[config.mk]
export PLATFORM = sky130hd
export DESIGN_NAME = facq_supervisor
export DESIGN_NICKNAME = d
export VERILOG_FILES = /design/src/rtl/facq_pkg.sv /design/src/rtl/facq_cfg_regs.sv /design/src/rtl/facq_err_cmp.sv /design/src/rtl/facq_deadband.sv /design/src/rtl/facq_sweep.sv /design/src/rtl/facq_supervisor.sv
export SDC_FILE = /design/constraint.sdc
export NUM_CORES = 1
export LEC_CHECK = 0
export ABC_CLOCK_PERIOD_IN_PS = 2100
export CAP_MARGIN = 20
export CORE_MARGIN = 2
export CORE_UTILIZATION = 46
export DETAILED_ROUTE_END_ITERATION = 8
export GPL_TIMING_DRIVEN = 0
export PLACE_DENSITY_LB_ADDON = 0.25
export SYNTH_ARGS = -nofsm -noshare
export SYNTH_HDL_FRONTEND = slang
export SYNTH_SLANG_ARGS = --single-unit
[constraint.sdc]
create_clock -name clk -period 2.1 [get_ports clk]
set_input_delay 0.21 -clock clk [delete_from_list [all_inputs] [get_ports clk]]
set_output_delay 0.21 -clock clk [all_outputs]
set_load 0.05 [all_outputs]
[src/rtl/facq_pkg.sv]
package facq_pkg;

   typedef enum logic [1:0] {
      ST_IDLE_LOCKED = 2'd0,
      ST_SWEEP       = 2'd1,
      ST_DB_WAIT     = 2'd2,
      ST_PHASE_TRACK = 2'd3
   } facq_state_e;

   typedef struct packed {
      logic lol;
      logic handover;
   } facq_flags_t;

   localparam int CTRL_IDX  = 0;
   localparam int KEY_IDX   = 1;
   localparam int SHORT_BIT = 7;
   localparam logic [7:0] KEY_VALUE = 8'h40;

   function automatic facq_flags_t state_flags(input facq_state_e s);
      facq_flags_t f;
      case (s)
         ST_SWEEP:       f = '{lol: 1'b1, handover: 1'b0};
         ST_DB_WAIT:     f = '{lol: 1'b1, handover: 1'b0};
         ST_PHASE_TRACK: f = '{lol: 1'b0, handover: 1'b1};
         default:        f = '{lol: 1'b0, handover: 1'b0};
      endcase
      return f;
   endfunction

endpackage

[src/rtl/facq_cfg_regs.sv]
module facq_cfg_regs #(
   parameter int CFG_AW = 1,
   parameter int CFG_DW = 8
) (
   input  logic              clk,
   input  logic              por_n,
   input  logic              we_i,
   input  logic [CFG_AW-1:0] addr_i,
   input  logic [CFG_DW-1:0] wdata_i,
   output logic              short_sel_o
);
   import facq_pkg::*;

   localparam int NREG = 2;

   if ((1 << CFG_AW) < NREG) begin : g_bad_aw
      $error("facq_cfg_regs: CFG_AW too small for register count");
   end
   if (CFG_DW < 8) begin : g_bad_dw
      $error("facq_cfg_regs: CFG_DW must be at least 8");
   end

   logic [NREG-1:0][CFG_DW-1:0] reg_q;

   for (genvar i = 0; i < NREG; i++) begin : g_reg
      logic [CFG_DW-1:0] q;
      always_ff @(posedge clk or negedge por_n) begin
         if (!por_n)
            q <= '0;
         else if (we_i && (addr_i == CFG_AW'(i)))
            q <= wdata_i;
      end
      assign reg_q[i] = q;
   end

   assign short_sel_o = reg_q[CTRL_IDX][SHORT_BIT] &&
                        (reg_q[KEY_IDX] == CFG_DW'(KEY_VALUE));

endmodule

[src/rtl/facq_err_cmp.sv]
module facq_err_cmp #(
   parameter int ERR_W      = 16,
   parameter int LOCK_PPM   = 250,
   parameter int RELOCK_PPM = 1000,
   parameter bit SIGNED_ERR = 1'b1
) (
   input  logic [ERR_W-1:0] ferr_i,
   output logic             within_lock_o,
   output logic             beyond_relock_o
);
   localparam int MW = ERR_W + 1;

   if (LOCK_PPM >= RELOCK_PPM) begin : g_bad_thr
      $error("facq_err_cmp: LOCK_PPM must be below RELOCK_PPM");
   end

   logic [MW-1:0] mag;

   if (SIGNED_ERR) begin : g_signed
      always_comb begin
         if (ferr_i[ERR_W-1])
            mag = {1'b0, ~ferr_i} + MW'(1);
         else
            mag = {1'b0, ferr_i};
      end
   end else begin : g_unsigned
      assign mag = {1'b0, ferr_i};
   end

   assign within_lock_o   = (mag <= MW'(LOCK_PPM));
   assign beyond_relock_o = (mag >  MW'(RELOCK_PPM));

endmodule

[src/rtl/facq_deadband.sv]
module facq_deadband #(
   parameter int DB_LONG_TICKS  = 300,
   parameter int DB_SHORT_TICKS = 30
) (
   input  logic clk,
   input  logic por_n,
   input  logic load_i,
   input  logic short_sel_i,
   input  logic tick_i,
   output logic expired_o
);
   localparam int CW = $clog2(DB_LONG_TICKS + 1);

   if (DB_SHORT_TICKS >= DB_LONG_TICKS || DB_SHORT_TICKS < 1) begin : g_bad_db
      $error("facq_deadband: need 1 <= DB_SHORT_TICKS < DB_LONG_TICKS");
   end

   logic [CW-1:0] cnt_q;

   always_ff @(posedge clk or negedge por_n) begin
      if (!por_n)
         cnt_q <= CW'(DB_LONG_TICKS);
      else if (load_i)
         cnt_q <= short_sel_i ? CW'(DB_SHORT_TICKS) : CW'(DB_LONG_TICKS);
      else if (tick_i && (cnt_q != '0))
         cnt_q <= cnt_q - CW'(1);
   end

   assign expired_o = (cnt_q == '0);

endmodule

[src/rtl/facq_sweep.sv]
module facq_sweep #(
   parameter int SWEEP_W = 12
) (
   input  logic               clk,
   input  logic               por_n,
   input  logic               clr_i,
   input  logic               adv_i,
   output logic [SWEEP_W-1:0] value_o,
   output logic               at_top_o
);
   if (SWEEP_W < 2) begin : g_bad_w
      $error("facq_sweep: SWEEP_W must be at least 2");
   end

   logic [SWEEP_W-1:0] val_q;

   always_ff @(posedge clk or negedge por_n) begin
      if (!por_n)
         val_q <= '0;
      else if (clr_i)
         val_q <= '0;
      else if (adv_i && !at_top_o)
         val_q <= val_q + SWEEP_W'(1);
   end

   assign at_top_o = &val_q;
   assign value_o  = val_q;

endmodule

[src/rtl/facq_supervisor.sv]
module facq_supervisor #(
   parameter int ERR_W          = 16,
   parameter int SWEEP_W        = 12,
   parameter int LOCK_PPM       = 250,
   parameter int RELOCK_PPM     = 1000,
   parameter int DB_LONG_TICKS  = 300,
   parameter int DB_SHORT_TICKS = 30,
   parameter int CFG_AW         = 1,
   parameter int CFG_DW         = 8,
   parameter bit SIGNED_ERR     = 1'b1
) (
   input  logic               clk,
   input  logic               por_n,
   input  logic               soft_rst_i,
   input  logic               tick_i,
   input  logic               step_i,
   input  logic               activity_i,
   input  logic [ERR_W-1:0]   ferr_i,
   input  logic               cfg_we_i,
   input  logic [CFG_AW-1:0]  cfg_addr_i,
   input  logic [CFG_DW-1:0]  cfg_wdata_i,
   output logic               lol_o,
   output logic               handover_o,
   output logic [SWEEP_W-1:0] sweep_o
);
   import facq_pkg::*;

   if (ERR_W < 12) begin : g_bad_err
      $error("facq_supervisor: ERR_W too narrow for thresholds");
   end

   logic        short_sel, within_lock, beyond_relock, db_expired, at_top;
   logic        acq_start, sweep_adv;
   facq_state_e state_q, state_d;
   facq_flags_t flags;

   facq_cfg_regs #(.CFG_AW(CFG_AW), .CFG_DW(CFG_DW)) u_cfg (
      .clk(clk), .por_n(por_n), .we_i(cfg_we_i), .addr_i(cfg_addr_i),
      .wdata_i(cfg_wdata_i), .short_sel_o(short_sel)
   );

   facq_err_cmp #(.ERR_W(ERR_W), .LOCK_PPM(LOCK_PPM), .RELOCK_PPM(RELOCK_PPM),
                  .SIGNED_ERR(SIGNED_ERR)) u_cmp (
      .ferr_i(ferr_i), .within_lock_o(within_lock), .beyond_relock_o(beyond_relock)
   );

   facq_deadband #(.DB_LONG_TICKS(DB_LONG_TICKS), .DB_SHORT_TICKS(DB_SHORT_TICKS)) u_db (
      .clk(clk), .por_n(por_n), .load_i(acq_start), .short_sel_i(short_sel),
      .tick_i(tick_i), .expired_o(db_expired)
   );

   facq_sweep #(.SWEEP_W(SWEEP_W)) u_sweep (
      .clk(clk), .por_n(por_n), .clr_i(acq_start), .adv_i(sweep_adv),
      .value_o(sweep_o), .at_top_o(at_top)
   );

   always_comb begin
      state_d   = state_q;
      acq_start = 1'b0;
      if (soft_rst_i) begin
         state_d   = ST_SWEEP;
         acq_start = 1'b1;
      end else begin
         case (state_q)
            ST_SWEEP: begin
               if (activity_i && within_lock)
                  state_d = ST_PHASE_TRACK;
               else if (at_top)
                  state_d = ST_DB_WAIT;
            end
            ST_DB_WAIT: begin
               if (db_expired) begin
                  state_d   = ST_SWEEP;
                  acq_start = 1'b1;
               end
            end
            ST_PHASE_TRACK: begin
               if (!activity_i)
                  state_d = ST_IDLE_LOCKED;
               else if (beyond_relock) begin
                  if (db_expired) begin
                     state_d   = ST_SWEEP;
                     acq_start = 1'b1;
                  end else
                     state_d = ST_DB_WAIT;
               end
            end
            default: begin
               if (activity_i) begin
                  if (beyond_relock) begin
                     state_d   = ST_SWEEP;
                     acq_start = 1'b1;
                  end else
                     state_d = ST_PHASE_TRACK;
               end
            end
         endcase
      end
   end

   assign sweep_adv = (state_q == ST_SWEEP) && step_i;

   always_ff @(posedge clk or negedge por_n) begin
      if (!por_n)
         state_q <= ST_SWEEP;
      else
         state_q <= state_d;
   end

   assign flags      = state_flags(state_q);
   assign lol_o      = flags.lol;
   assign handover_o = flags.handover;

endmodule

# [Word-level counts from Yosys, hierarchy flattened]
# Cells that the tools add are included.
[op_classes] n_addsub=3 magnitude_cmp=2 n_eq_ne=7 muxes=24 bitwise_logic=2 n_reduce_logical=16
[op_table] operator="$mux W9" n=3
[op_table] operator="$mux W12" n=2
[op_table] operator="$mux W2" n=9
[op_table] operator="$add A16 B1 Y17 const B" n=1
[op_table] operator="$gt A17 B10 Y1 const B" n=1
[op_table] operator="$le A17 B8 Y1 const B" n=1
[op_table] operator="$mux W17" n=1
[op_table] operator="$not A16 Y16" n=1
[op_table] operator="$add A12 B1 Y12 const B" n=1
[op_table] operator="$reduce_and A12 Y1" n=1
[op_table] operator="$logic_not A9 Y1" n=1
[op_table] operator="$reduce_bool A9 Y1" n=1
[op_table] operator="$sub A9 B1 Y9 const B" n=1
[op_table] operator="$eq A8 B7 Y1 const B" n=1
[op_table] operator="$logic_and A1 B1 Y1" n=7
[op_table] operator="$mux W1" n=6
[op_table] operator="$pmux W2 S3" n=1
[op_table] operator="$reduce_bool A5 Y1" n=1
[op_table] operator="$eq A2 B2 Y1 const B" n=2
[op_table] operator="$ne A4 B3 Y1 const B" n=1
[op_table] operator="$ne A4 B4 Y1 const B" n=1
[op_table] operator="$pmux W2 S2" n=1
[op_table] operator="$reduce_and A4 Y1" n=1
[op_table] operator="$reduce_bool A2 Y1" n=2
[op_table] operator="6 further kinds" n=6
[word_totals] regBits=39 output_inout_bits=14 elab_cells=59

# [Longest topological paths before layout]
# Gate-level depths: netlist of run 1.
[depth] depth_word=9 mapped_depth=12 ltp_nobuf=9

# [Cells and area by module]
# Synthesis of run 1 repeated with hierarchy kept, for this count alone.
[hier_totals] cells_unflattened=238 area_unflattened_um2=2371.0
[by_module_without_submodules] mod="facq_sweep" instances=1 cells_each=67 area_per_inst_um2=661.9
[by_module_without_submodules] mod="facq_err_cmp" instances=1 cells_each=71 area_per_inst_um2=520.5
[by_module_without_submodules] mod="facq_deadband" instances=1 cells_each=48 area_per_inst_um2=519.2
[by_module_without_submodules] mod="facq_cfg_regs" instances=1 cells_each=23 area_per_inst_um2=404.1
[by_module_without_submodules] mod="facq_supervisor" instances=1 cells_each=29 area_per_inst_um2=265.3

# [Worst setup path before layout of run 1]
# OpenSTA, ideal clock, no wires.
[synth_timing] path_type="input-to-reg" startpoint="in ferr_i[0]" endpoint="reg state_q[1]" setup_time_ns=0.122 arrival_ns=2.418 setup_slack_ns=-0.440 path_stages=11 cell_sequence="clkbuf_1 inv_1 ha_1 or3b_1 clkbuf_1 o211ai_2 o41ai_2 a2111o_1 o31ai_2 o211ai_1 a32o_1"
[synth_via] elab_chain_len=8 elab_cells_between_ends=14 cone_classes="1 x add/sub; 2 x order compare; 2 x eq/ne; 6 x mux; 1 x bitwise; 2 x reduce/logical"
[synth_rtl] item="start: declaration" line="facq_supervisor.sv:18" rtl="input logic [ERR_W-1:0] ferr_i,"
[synth_rtl] item="$not A16 Y16" line="facq_err_cmp.sv:22" rtl="mag = {1'b0, ~ferr_i} + MW'(1);"
[synth_rtl] item="$add A16 B1 Y17" line="facq_err_cmp.sv:22"
[synth_rtl] item="$mux W17 *" line="facq_err_cmp.sv:21" rtl="if (ferr_i[ERR_W-1])"
[synth_rtl] item="$gt A17 B10 Y1 / $le A17 B8 Y1 (equally long branches)" line="facq_err_cmp.sv:31, facq_err_cmp.sv:30"
[synth_rtl] item="$mux W2 / $logic_and A1 B1 Y1 (equally long branches)" line="facq_supervisor.sv:90, facq_supervisor.sv:66"
[synth_rtl] item="$mux W2 (on tied branches)" line="facq_supervisor.sv:89, facq_supervisor.sv:66"
[synth_rtl] item="$pmux W2 S3" line="facq_supervisor.sv:64" rtl="case (state_q)"
[synth_rtl] item="$mux W2" line="facq_supervisor.sv:60" rtl="if (soft_rst_i) begin"
[synth_rtl] item="end signal: assignment" line="facq_supervisor.sv:107" rtl="state_q <= state_d;"
[synth_rtl] item="end: declaration" line="facq_supervisor.sv:34" rtl="facq_state_e state_q, state_d;"
# Mark *: on every way between the ends. The rest lies on a longest branch, timed or not. The select of a mux whose other input is x is not followed.
# A chain may end at the register's enable or synchronous reset.

# [Final worst setup path of run 1]
# Same ends and word-level chain as after synthesis.

==> flow_summary.ini, run 1 <==
[worst_setup_path]
critPathMaxFanout = 4
cp.arrival_ns = 2.34
worstSetupEndpointType = flop
crit_buf_inv = 4
cp_top_family = compound AO/OA/AOI/OAI gates
slowest_stage = or4_4
max_stage_delay_ns = 0.54
setup.worst_path.start_class = primary input
cp.required_ns = 2.26
worstSetupPathType = primary input to flop
cp_cell_sequence = clkbuf_16 > buf_6 > or4_4 > o211ai_1 > o211a_1 > o211ai_1 > o211ai_2 > buf_4 > buf_4 > a21oi_2 > a32o_1

[sta]
max_freq_ghz = 0.4599
setup_viol = 5
post-route-min-period_ns = 2.174
finalCritPeriodShare = 1.035
finalHoldViolCount = 0
worst_pin_slew_ns = 0.6624
fin_worst_skew_ns = 0.01006
drv_slew = 0
slew_headroom = 0.5570
fin_ws_ns = -0.07444
rsz0062_at_grt = true

[pwr]
clkPwrFrac = 0.211
swShare = 0.3734
powerDensity_nw_per_um2 = 638.7
switchingPower_uw = 850.6
peakVddDrop_mv = 0.3906
power.static_leakage_nw = 1.394
seq_power_share = 0.340
power_frac_comb = 0.449
p_int_mw = 1.427

[synth]
synth_edf_count = 0
synthesis.nets = 303
syn_inst = 263
synth-seq-cells = 32
ys_top_cells_by_count = 29 x nor2_1, 27 x dfrtp_1, 19 x nand2_1
ys_types = 64
yosysTopAreaCell = dfrtp_1
ys.warnings.count = 0
synth.cell_area_um2 = 2372
synth-simple-area-share = 0.2458
avgSynthCellArea_um2 = 9.020
synth_async_sr_flop_share = 1.000
synth_top_family_by_area = simple AND/OR/NAND/NOR gates
seq_area_frac_synth = 0.3402
synth_area_leaders = dfrtp_1 28%, dfstp_2 5.5%, nor2_1 4.6%, mux2_2 4.3%, ha_1 4.2%
synth_compound_area_frac = 0.1930
synthFlopType = dfrtp_1
synth_most_common_cell = nor2_1
synth_top_area_frac = 0.2848
muxShareOfSynthArea = 0.06382
synthXorXnorAreaFrac = 0.07015
synth_fa_ha_area_frac = 0.04219

[finish]
num-fill-cells = 385
fin_nets = 382
fin_cells = 413
areaGrowthSynthToFinish_pct = 50.32
diodes = 0
drive_gt1_frac = 0.3440

[status]
violations = setup timing
outcome = finished, violations left

[floorplanning]
dieHeight_um = 75.82
row_count = 26
initial_core_util = 0.4705
die_area_um2 = 5748
ioPinCount = 46
core-area_um2 = 5042
die_w_um = 75.82

[flow_run]
maxCapViolCount = 0

[detailed_routing]
avgViaCountPerCell = 5.659
initialDrtViolationCount = 139
remaining_drc_errors = 0
num_vias = 2337
first_pass_iters = 4
drtAntennaViolNets = 0
drt_wl_total_mm = 6.059
routedWlPerCell_um = 14.67

[clock_tree]
root_buffer = clkbuf_8
clock_latency_ns = 0.28
cts.sinks = 32
hold_buffers = 0
cts.reportedPaths.clkPinSlew_ns = 0.07
h-tree-depth = 2
tritoncts = yes
cts_buffer_depth = 2
cts_made_buffers = 5

[place]
dp_slack_ns = -1.035
place_congestion = 0.9032
dp.cells = 374
hpwl_mm = 3.899
port_buffers = 40

[global_route]
grtUsageTotal = 0.2073
grt_max_degree = 22
grt.overflow.total = 0
grt_pass1_vias = 2150
grt_pass1_wl_mm = 9.390
grt_antenna_before_repair = 0

[min_path]
hp-class = primary input to async pin
[registers in the layout (all words and copies together) (netlist names)]
| signal | count |
|---|---|
| u_db.cnt_q | 9 |
| state_q | 2 |
| u_cfg.g.q | 9 |
| u_sweep.value_o | 12 |
[repair_timing]
item	CTS	global route
gates cloned	2	0
buffers inserted	19	11
endpoints found under the setup margin	25	23
gates resized for setup	58	49
pin swaps	19	24
[metal layers]
| metal | vias up | share of wire | global-route usage |
|---|---|---|---|
| met4 | 0 | 0.011 | 0.04483 |
| met3 | 9 | 0.035 | 0.03968 |
| met2 | 47 | 0.53 | 0.3649 |
| met1 | 1153 | 0.43 | 0.2629 |
| li1 | 1128 | - | - |
| met5 | - | 0 | 0 |
[power groups by stage]
stage          logic [mW]  clock network [mW]  registers, mW
6_report             1.02               0.480          0.775
5_1_grt              1.11               0.523          0.785
4_1_cts             0.864               0.491          0.767
3_5_place_dp        0.821                   0          0.776
3_3_place_gp        0.802                   0          0.769
2_1_floorplan       0.545                   0          0.805
[final cells by class]
type                            instances  area, um^2  share of cell area
Inverter                               12       60.06             0.01684
Multi-Input combinational cell        206        1733              0.4860
Timing Repair Buffer                   73       664.4              0.1863
Buffer                                 12       123.9             0.03474
Tap cell                               70       87.58             0.02456
Clock buffer                            8       90.09             0.02526
Sequential cell                        32       807.0              0.2263
[per-stage QoR]
stage                     utilization  instance area (um^2)  hold slack, ns  TNS, ns  power (mW)
final                          0.7072                  3566          0.3300  -0.1678       2.278
after global routing           0.7072                  3566          0.3826   -1.094       2.414
after CTS                      0.6568                  3312          0.3440  -0.2555       2.122
after detailed placement       0.5878                  2964          0.4890   -22.07       1.597
after global placement         0.5824                  2937          0.4635   -21.21       1.571
after floorplan                     -                  2449        -0.08559   -5.133       1.350
[final timing paths]
kind / startpoint / end / slack, ns / depth (start not counted)
max: ferr_i[0] / state_q[1] / -0.07 / 11
min: por_n / u_sweep.value_o[9] / 0.33 / 1
max reg2reg: u_sweep.value_o[0] / u_sweep.value_o[3] / 0.04 / 9
min reg2reg: u_db.cnt_q[8] / u_db.cnt_q[8] / 0.49 / 2
max in group asynchronous: por_n / u_db.cnt_q[8] / 1.14 / 2
min in group clk: u_db.cnt_q[8] / u_db.cnt_q[8] / 0.49 / 2
[placed cells by master (no fill, tap or decap), types with 6 or more instances in the layout]
| cell | Yosys | routed |
|---|---|---|
| nor2_1 | 29 | 16 |
| xnor2_1 | 8 | 7 |
| buf_4 | 0 | 28 |
| nor2_4 | 0 | 10 |
| inv_1 | 12 | 8 |
| dfrtp_1 | 27 | 27 |
| clkdlybuf4s50_1 | 0 | 27 |
| xor2_1 | 11 | 11 |
| nand2_1 | 19 | 16 |
| nand2b_1 | 7 | 6 |
| o21ai_0 | 7 | 7 |
| mux2_2 | 9 | 9 |
| clkbuf_8 | 0 | 7 |
| ha_1 | 8 | 6 |
| dlygate4sd2_1 | 0 | 6 |
| a21oi_1 | 13 | 12 |
[cell families (layout without fill, tap and decap cells)]
| family | Yosys count | after routing |
|---|---|---|
| DFF | 32 | 32 |
| AOI/OAI and AO/OA | 59 | 59 |
| buffers and inverters | 25 | 105 |
| xor gates and xnor gates | 19 | 19 |
| and+or+nand+nor | 106 | 106 |
| muxes | 14 | 14 |
| adders and majority gates | 8 | 8 |
[worst reg2reg max path, cell delays in order, from the launching register on]
cell and delay [ns]:
dfrtp_1 0.44, ha_1 0.21, nand2_1 0.06, or2_2 0.29, o211ai_1 0.33, buf_4 0.19, nor2_1 0.05, nand2_1 0.08
xor2_1 0.25, nor2_4 0.06
No activity file was read; power rests on OpenSTA's default activity.
==> run 2, diff against run 1 <==
--- a/config.mk
+++ b/config.mk
@@ -8,9 +8,10 @@
 export ABC_CLOCK_PERIOD_IN_PS = 2100
 export CAP_MARGIN = 20
 export CORE_MARGIN = 2
-export CORE_UTILIZATION = 46
+export CORE_UTILIZATION = 40
 export DETAILED_ROUTE_END_ITERATION = 8
 export GPL_TIMING_DRIVEN = 0
+export MAX_ROUTING_LAYER = met4
 export PLACE_DENSITY_LB_ADDON = 0.25
 export SYNTH_ARGS = -nofsm -noshare
 export SYNTH_HDL_FRONTEND = slang
==> run 2 against run 1 <==
The flow still finishes with violations (setup timing). Largest power group unchanged. Die area is 14% higher. Largest cell class unchanged. First-iteration DRC count down 47%. Flip-flop and latch count did not move. Cell count shrank 1.2%.
==> flow_summary.ini, run 2 (same netlist as run 1, synthesis figures left out) <==
[floorplanning]
dieHeight_um = 81.01
ioPinCount = 46
die_w_um = 81.01
core-area_um2 = 5816
die_area_um2 = 6563
row_count = 28
initial_core_util = 0.4079

[finish]
stdcell_area_um2 = 3451
fin_cells = 408
areaGrowthSynthToFinish_pct = 45.46
diodes = 0
final_common_cell = dfrtp_1
drive_gt1_frac = 0.3093
ff_latch_area_um2 = 807.0
fin_nets = 372
final_cell_mix = 27 x dfrtp_1, 26 x clkdlybuf4s50_1, 24 x nor2_1
multi_input_area_um2 = 1663
largest_register_ffs = 12
num-fill-cells = 537

[worst_setup_path]
crit_start = ferr_i[0]
worstSetupEndpointType = flop
worstSetupPathType = primary input to flop
crit-reg2reg-launch = u_db.cnt_q[0]
cp.arrival_ns = 2.32
critPathMaxFanout = 7
cp.required_ns = 2.27
setup.worst_path.start_class = primary input

[place]
postPlaceCellArea_um2 = 2938
port_buffers = 40
place_congestion = 0.9180
dp.cells = 378
dp_slack_ns = -1.007
hpwl_mm = 3.794

[pwr]
power.static_leakage_nw = 1.368
peakVddDrop_mv = 0.4275
total_power_mw = 2.342
powerDensity_nw_per_um2 = 678.8

[global_route]
grt_max_degree = 33
grt_pass1_vias = 2054
grt_pass1_wl_mm = 9.246
grt_antenna_before_repair = 0
grtUsageTotal = 0.1839
grt.overflow.total = 0

[clock_tree]
cts_made_buffers = 5
cts.sinks = 32
tritoncts = yes
h-tree-depth = 2
root_buffer = clkbuf_8
cts_buffer_depth = 2
clock_latency_ns = 0.29
cts.reportedPaths.clkPinSlew_ns = 0.07

[sta]
finalHoldViolCount = 0
worst_pin_slew_ns = 0.7028
fin_worst_skew_ns = 0.009034
slew_headroom = 0.5315
fin_ws_ns = -0.04552
finalCritPeriodShare = 1.022
post-route-min-period_ns = 2.146
rsz0062_at_grt = true
setup_viol = 4
drv_slew = 0
max_freq_ghz = 0.4661

[detailed_routing]
routedWlPerCell_um = 13.88
avgViaCountPerCell = 5.350
drt_wl_total_mm = 5.663
remaining_drc_errors = 0
drtAntennaViolNets = 0
first_pass_iters = 4
initialDrtViolationCount = 73
num_vias = 2183

[flow_run]
maxCapViolCount = 0

[min_path]
worstHoldStart = u_db.cnt_q[8]
hp-class = flop to flop

[status]
outcome = finished, violations left
violations = setup timing
-- run 2: final cells by class --
| class | instances | area share |
|---|---|---|
| buffer | 12 | 0.03662 |
| clock buffer | 7 | 0.02792 |
| clock inverter | 1 | 0.008702 |
| inverter | 12 | 0.01740 |
| multi-input combinational | 206 | 0.4819 |
| sequential | 32 | 0.2339 |
| tap | 75 | 0.02719 |
| timing repair buffer | 63 | 0.1664 |
-- run 2: per-stage QoR --
stage                     hold WS, ns  utilization  setup TNS (ns)
final                          0.4685       0.5934        -0.06118
after global routing           0.4923       0.5934         -0.5106
after CTS                      0.4750       0.5725         -0.1560
after detailed placement       0.3058       0.5052          -21.94
after global placement         0.4647       0.5060          -20.94
after floorplan              -0.08559            -          -5.133
-- run 2: final timing paths --
path                                             to  slack (ns)  cells after the start
max in group asynchronous       u_cfg.g_reg[1].q[7]        1.13                      2
worst max-delay path                     state_q[1]       -0.05                     11
min in group asynchronous        u_sweep.value_o[6]        0.50                      2
worst min-delay path                  u_db.cnt_q[8]        0.47                      2
worst min register to register        u_db.cnt_q[8]        0.47                      2
worst max register to register           state_q[1]        0.06                     11
-- run 2: timing repair --
| action | 4_1_cts | 5_1_grt |
|---|---|---|
| cloned | 2 | 0 |
| gates resized for setup | 59 | 27 |
| hold endpoints to repair | 21 | 0 |
| pin swaps | 17 | 5 |
| buffers inserted | 17 | 3 |
| setup endpoints to repair | 25 | 23 |
| hold buffers | 1 | 0 |
-- run 2: worst max-delay path, stage by stage --
cell       delay (ns)
clkbuf_16        0.13
clkinv_8         0.04
ha_4             0.14
or3b_4           0.38
buf_8            0.15
nor4_2           0.26
nor4_1           0.10
a31o_2           0.25
o31ai_2          0.26
o211ai_1         0.16
a32o_1           0.23
-- run 2: power by group --
part	total (mW)	switching (mW)	internal [mW]	leakage, nW
Clock	0.647	0.228	0.418	0.0645
Sequential	0.770	0.0679	0.702	0.407
Combinational	0.925	0.509	0.416	0.897
-- run 2: routing by layer --
layer,track usage,wire (um)
met5,-,0
met4,0.05593,80
met3,0.03444,175
met2,0.3008,2770
met1,0.2314,2636
==> run 3, diff against run 2 <==
--- a/config.mk
+++ b/config.mk
@@ -13,6 +13,7 @@
 export GPL_TIMING_DRIVEN = 0
 export MAX_ROUTING_LAYER = met4
 export PLACE_DENSITY_LB_ADDON = 0.25
+export REMOVE_ABC_BUFFERS = 1
 export SYNTH_ARGS = -nofsm -noshare
 export SYNTH_HDL_FRONTEND = slang
 export SYNTH_SLANG_ARGS = --single-unit
==> run 3 against run 2 <==
The flow still finishes with violations (setup timing). Combinational power up 1%. Non-clock buffer count is 6 lower. Hold slack improved by 0.014 ns. Global-route usage grew 0.65 points. Clock skew fell by 0.0058 ns. Core utilization fell by 1.9 points. Die area stayed put. Largest power group unchanged. Highest routed layer unchanged.
==> flow_summary.ini, run 3 (same netlist as run 1, synthesis figures left out) <==
[status]
outcome = finished, violations left
violations = setup timing

[min_path]
worstHoldEndpoint = u_db.cnt_q[8]
hold_path_depth = 2
worstHoldStart = u_db.cnt_q[8]
hp-class = flop to flop

[finish]
final_cell_mix = 27 x nor2_1, 27 x dfrtp_1, 26 x clkdlybuf4s50_1
num-fill-cells = 529
areaGrowthSynthToFinish_pct = 40.93
diodes = 0
fin_cells = 404
largest_register_ffs = 12
stdcell_area_um2 = 3343
fin_nets = 368
drive_gt1_frac = 0.2918

[worst_setup_path]
setup.worst_path.start_class = primary input
worstSetupPathType = primary input to flop
slowest_stage = or3b_4
reg2reg_setup_slack_ns = 0.07
max_stage_delay_ns = 0.42
r2r_cells = 11
cp_top_family = compound AO/OA/AOI/OAI gates
cp.arrival_ns = 2.35
cp_cell_sequence = buf_12 > inv_6 > ha_4 > or3b_4 > o211ai_2 > o41ai_4 > a2111oi_4 > o211ai_4 > buf_4 > a21oi_1 > a32o_1
crit-reg2reg-launch = u_db.cnt_q[1]
critPathMaxFanout = 8
rr_endpoint = state_q[1]
worstSetupEndpointType = flop
crit_buf_inv = 3
cp.required_ns = 2.32

[global_route]
grtUsageTotal = 0.1903
grt_antenna_before_repair = 0
grt_pass1_wl_mm = 9.570
grt_max_degree = 33
grt.overflow.total = 0
grt_pass1_vias = 2085

[sta]
fin_worst_skew_ns = 0.003245
drv_slew = 0
finalCritPeriodShare = 1.012
rsz0062_at_grt = true
worst_pin_slew_ns = 0.6954
post-route-min-period_ns = 2.125
hold_ws_ns = 0.4826
slew_headroom = 0.5364
max_freq_ghz = 0.4706
fin_ws_ns = -0.02492
finalHoldViolCount = 0
setup_viol = 2

[floorplanning]
core-area_um2 = 5816
row_count = 28
ioPinCount = 46
die_w_um = 81.01
initial_core_util = 0.4079
dieHeight_um = 81.01
die_area_um2 = 6563

[detailed_routing]
first_pass_iters = 4
drt_wl_total_mm = 5.778
routedWlPerCell_um = 14.30
drtAntennaViolNets = 0
num_vias = 2220
initialDrtViolationCount = 127
avgViaCountPerCell = 5.495
remaining_drc_errors = 0

[pwr]
switchingPower_uw = 809.9
clkPwrFrac = 0.219
power_frac_comb = 0.428
p_int_mw = 1.376
powerDensity_nw_per_um2 = 653.7
seq_power_share = 0.353
power.static_leakage_nw = 1.323
peakVddDrop_mv = 0.4990
swShare = 0.3705

[place]
postPlaceCellArea_um2 = 2850
hpwl_mm = 3.777
dp.cells = 370
port_buffers = 45
place_congestion = 0.8511
dp_slack_ns = -1.399

[flow_run]
maxCapViolCount = 0

[clock_tree]
cts.reportedPaths.clkPinSlew_ns = 0.06
tritoncts = yes
cts_buffer_depth = 2
cts_made_buffers = 5
clock_latency_ns = 0.28
cts.sinks = 32
h-tree-depth = 2
root_buffer = clkbuf_8
[run 3: changes by cell type in the layout (fill, tap and decap cells not counted), moves of 3 or more]
cell / delta
nor2_1: +3
buf_4: +3
buf_6: -6
clkbuf_8: -3
nor3_2: +3
[run 3: power groups by stage]
stage / clock, mW / sequential, mW / combinational [mW]
floorplan: 0 / 0.805 / 0.493
global placement: 0 / 0.770 / 0.775
detailed placement: 0 / 0.774 / 0.787
CTS: 0.498 / 0.770 / 0.838
global route: 0.530 / 0.781 / 1.01
finish: 0.479 / 0.772 / 0.935
[run 3: final cells by class]
class                           count  area, um^2  area share
Inverter                           12       62.56     0.01871
Sequential cell                    32       807.0      0.2414
Multi-Input combinational cell    208        1673      0.5004
Clock buffer                        8       90.09     0.02695
Tap cell                           75       93.84     0.02807
Timing Repair Buffer               69       616.8      0.1845
[run 3: per-layer routing]
metal | up-vias | track usage | part of all wire
met4 | 0 | 0.03559 | 0.0043
met1 | 1063 | 0.2629 | 0.49
li1 | 1105 | - | -
met3 | 4 | 0.04556 | 0.046
met2 | 48 | 0.2876 | 0.46
met5 | - | - | 0
[run 3: worst max path at each step]
stage	startpoint	end	slack, ns	cells past startpoint
after global placement	ferr_i[0]	u_db.cnt_q[5]	-1.32	10
after floorplan	ferr_i[0]	u_db.cnt_q[1]	-0.24	9
final	ferr_i[1]	state_q[1]	-0.02	11
after CTS	ferr_i[8]	state_q[1]	0.0002	9
after global routing	ferr_i[0]	u_db.cnt_q[8]	-0.08	10
after detailed placement	ferr_i[0]	u_db.cnt_q[5]	-1.40	10
[run 3: tightest hold or removal path: stages, from the launching register on]
cell and delay [ns]:
dfstp_2 0.37, nand2_1 0.05, mux2i_1 0.06
[run 3: per-stage QoR]
step | setup TNS, ns | utilization | power [mW]
floorplan | -3.880 | - | 1.298
global placement | -28.54 | 0.4910 | 1.545
detailed placement | -29.99 | 0.4901 | 1.561
CTS | 0 | 0.5465 | 2.106
global route | -0.6699 | 0.5749 | 2.321
finish | -0.03425 | 0.5749 | 2.186
[run 3: repair_timing]
action	in CTS	in global routing
pin swaps	15	16
hold buffers	1	0
buffers inserted	16	7
gates cloned	2	0
endpoints found under the setup margin	25	23
hold endpoints to repair	27	0
resized for setup	76	29
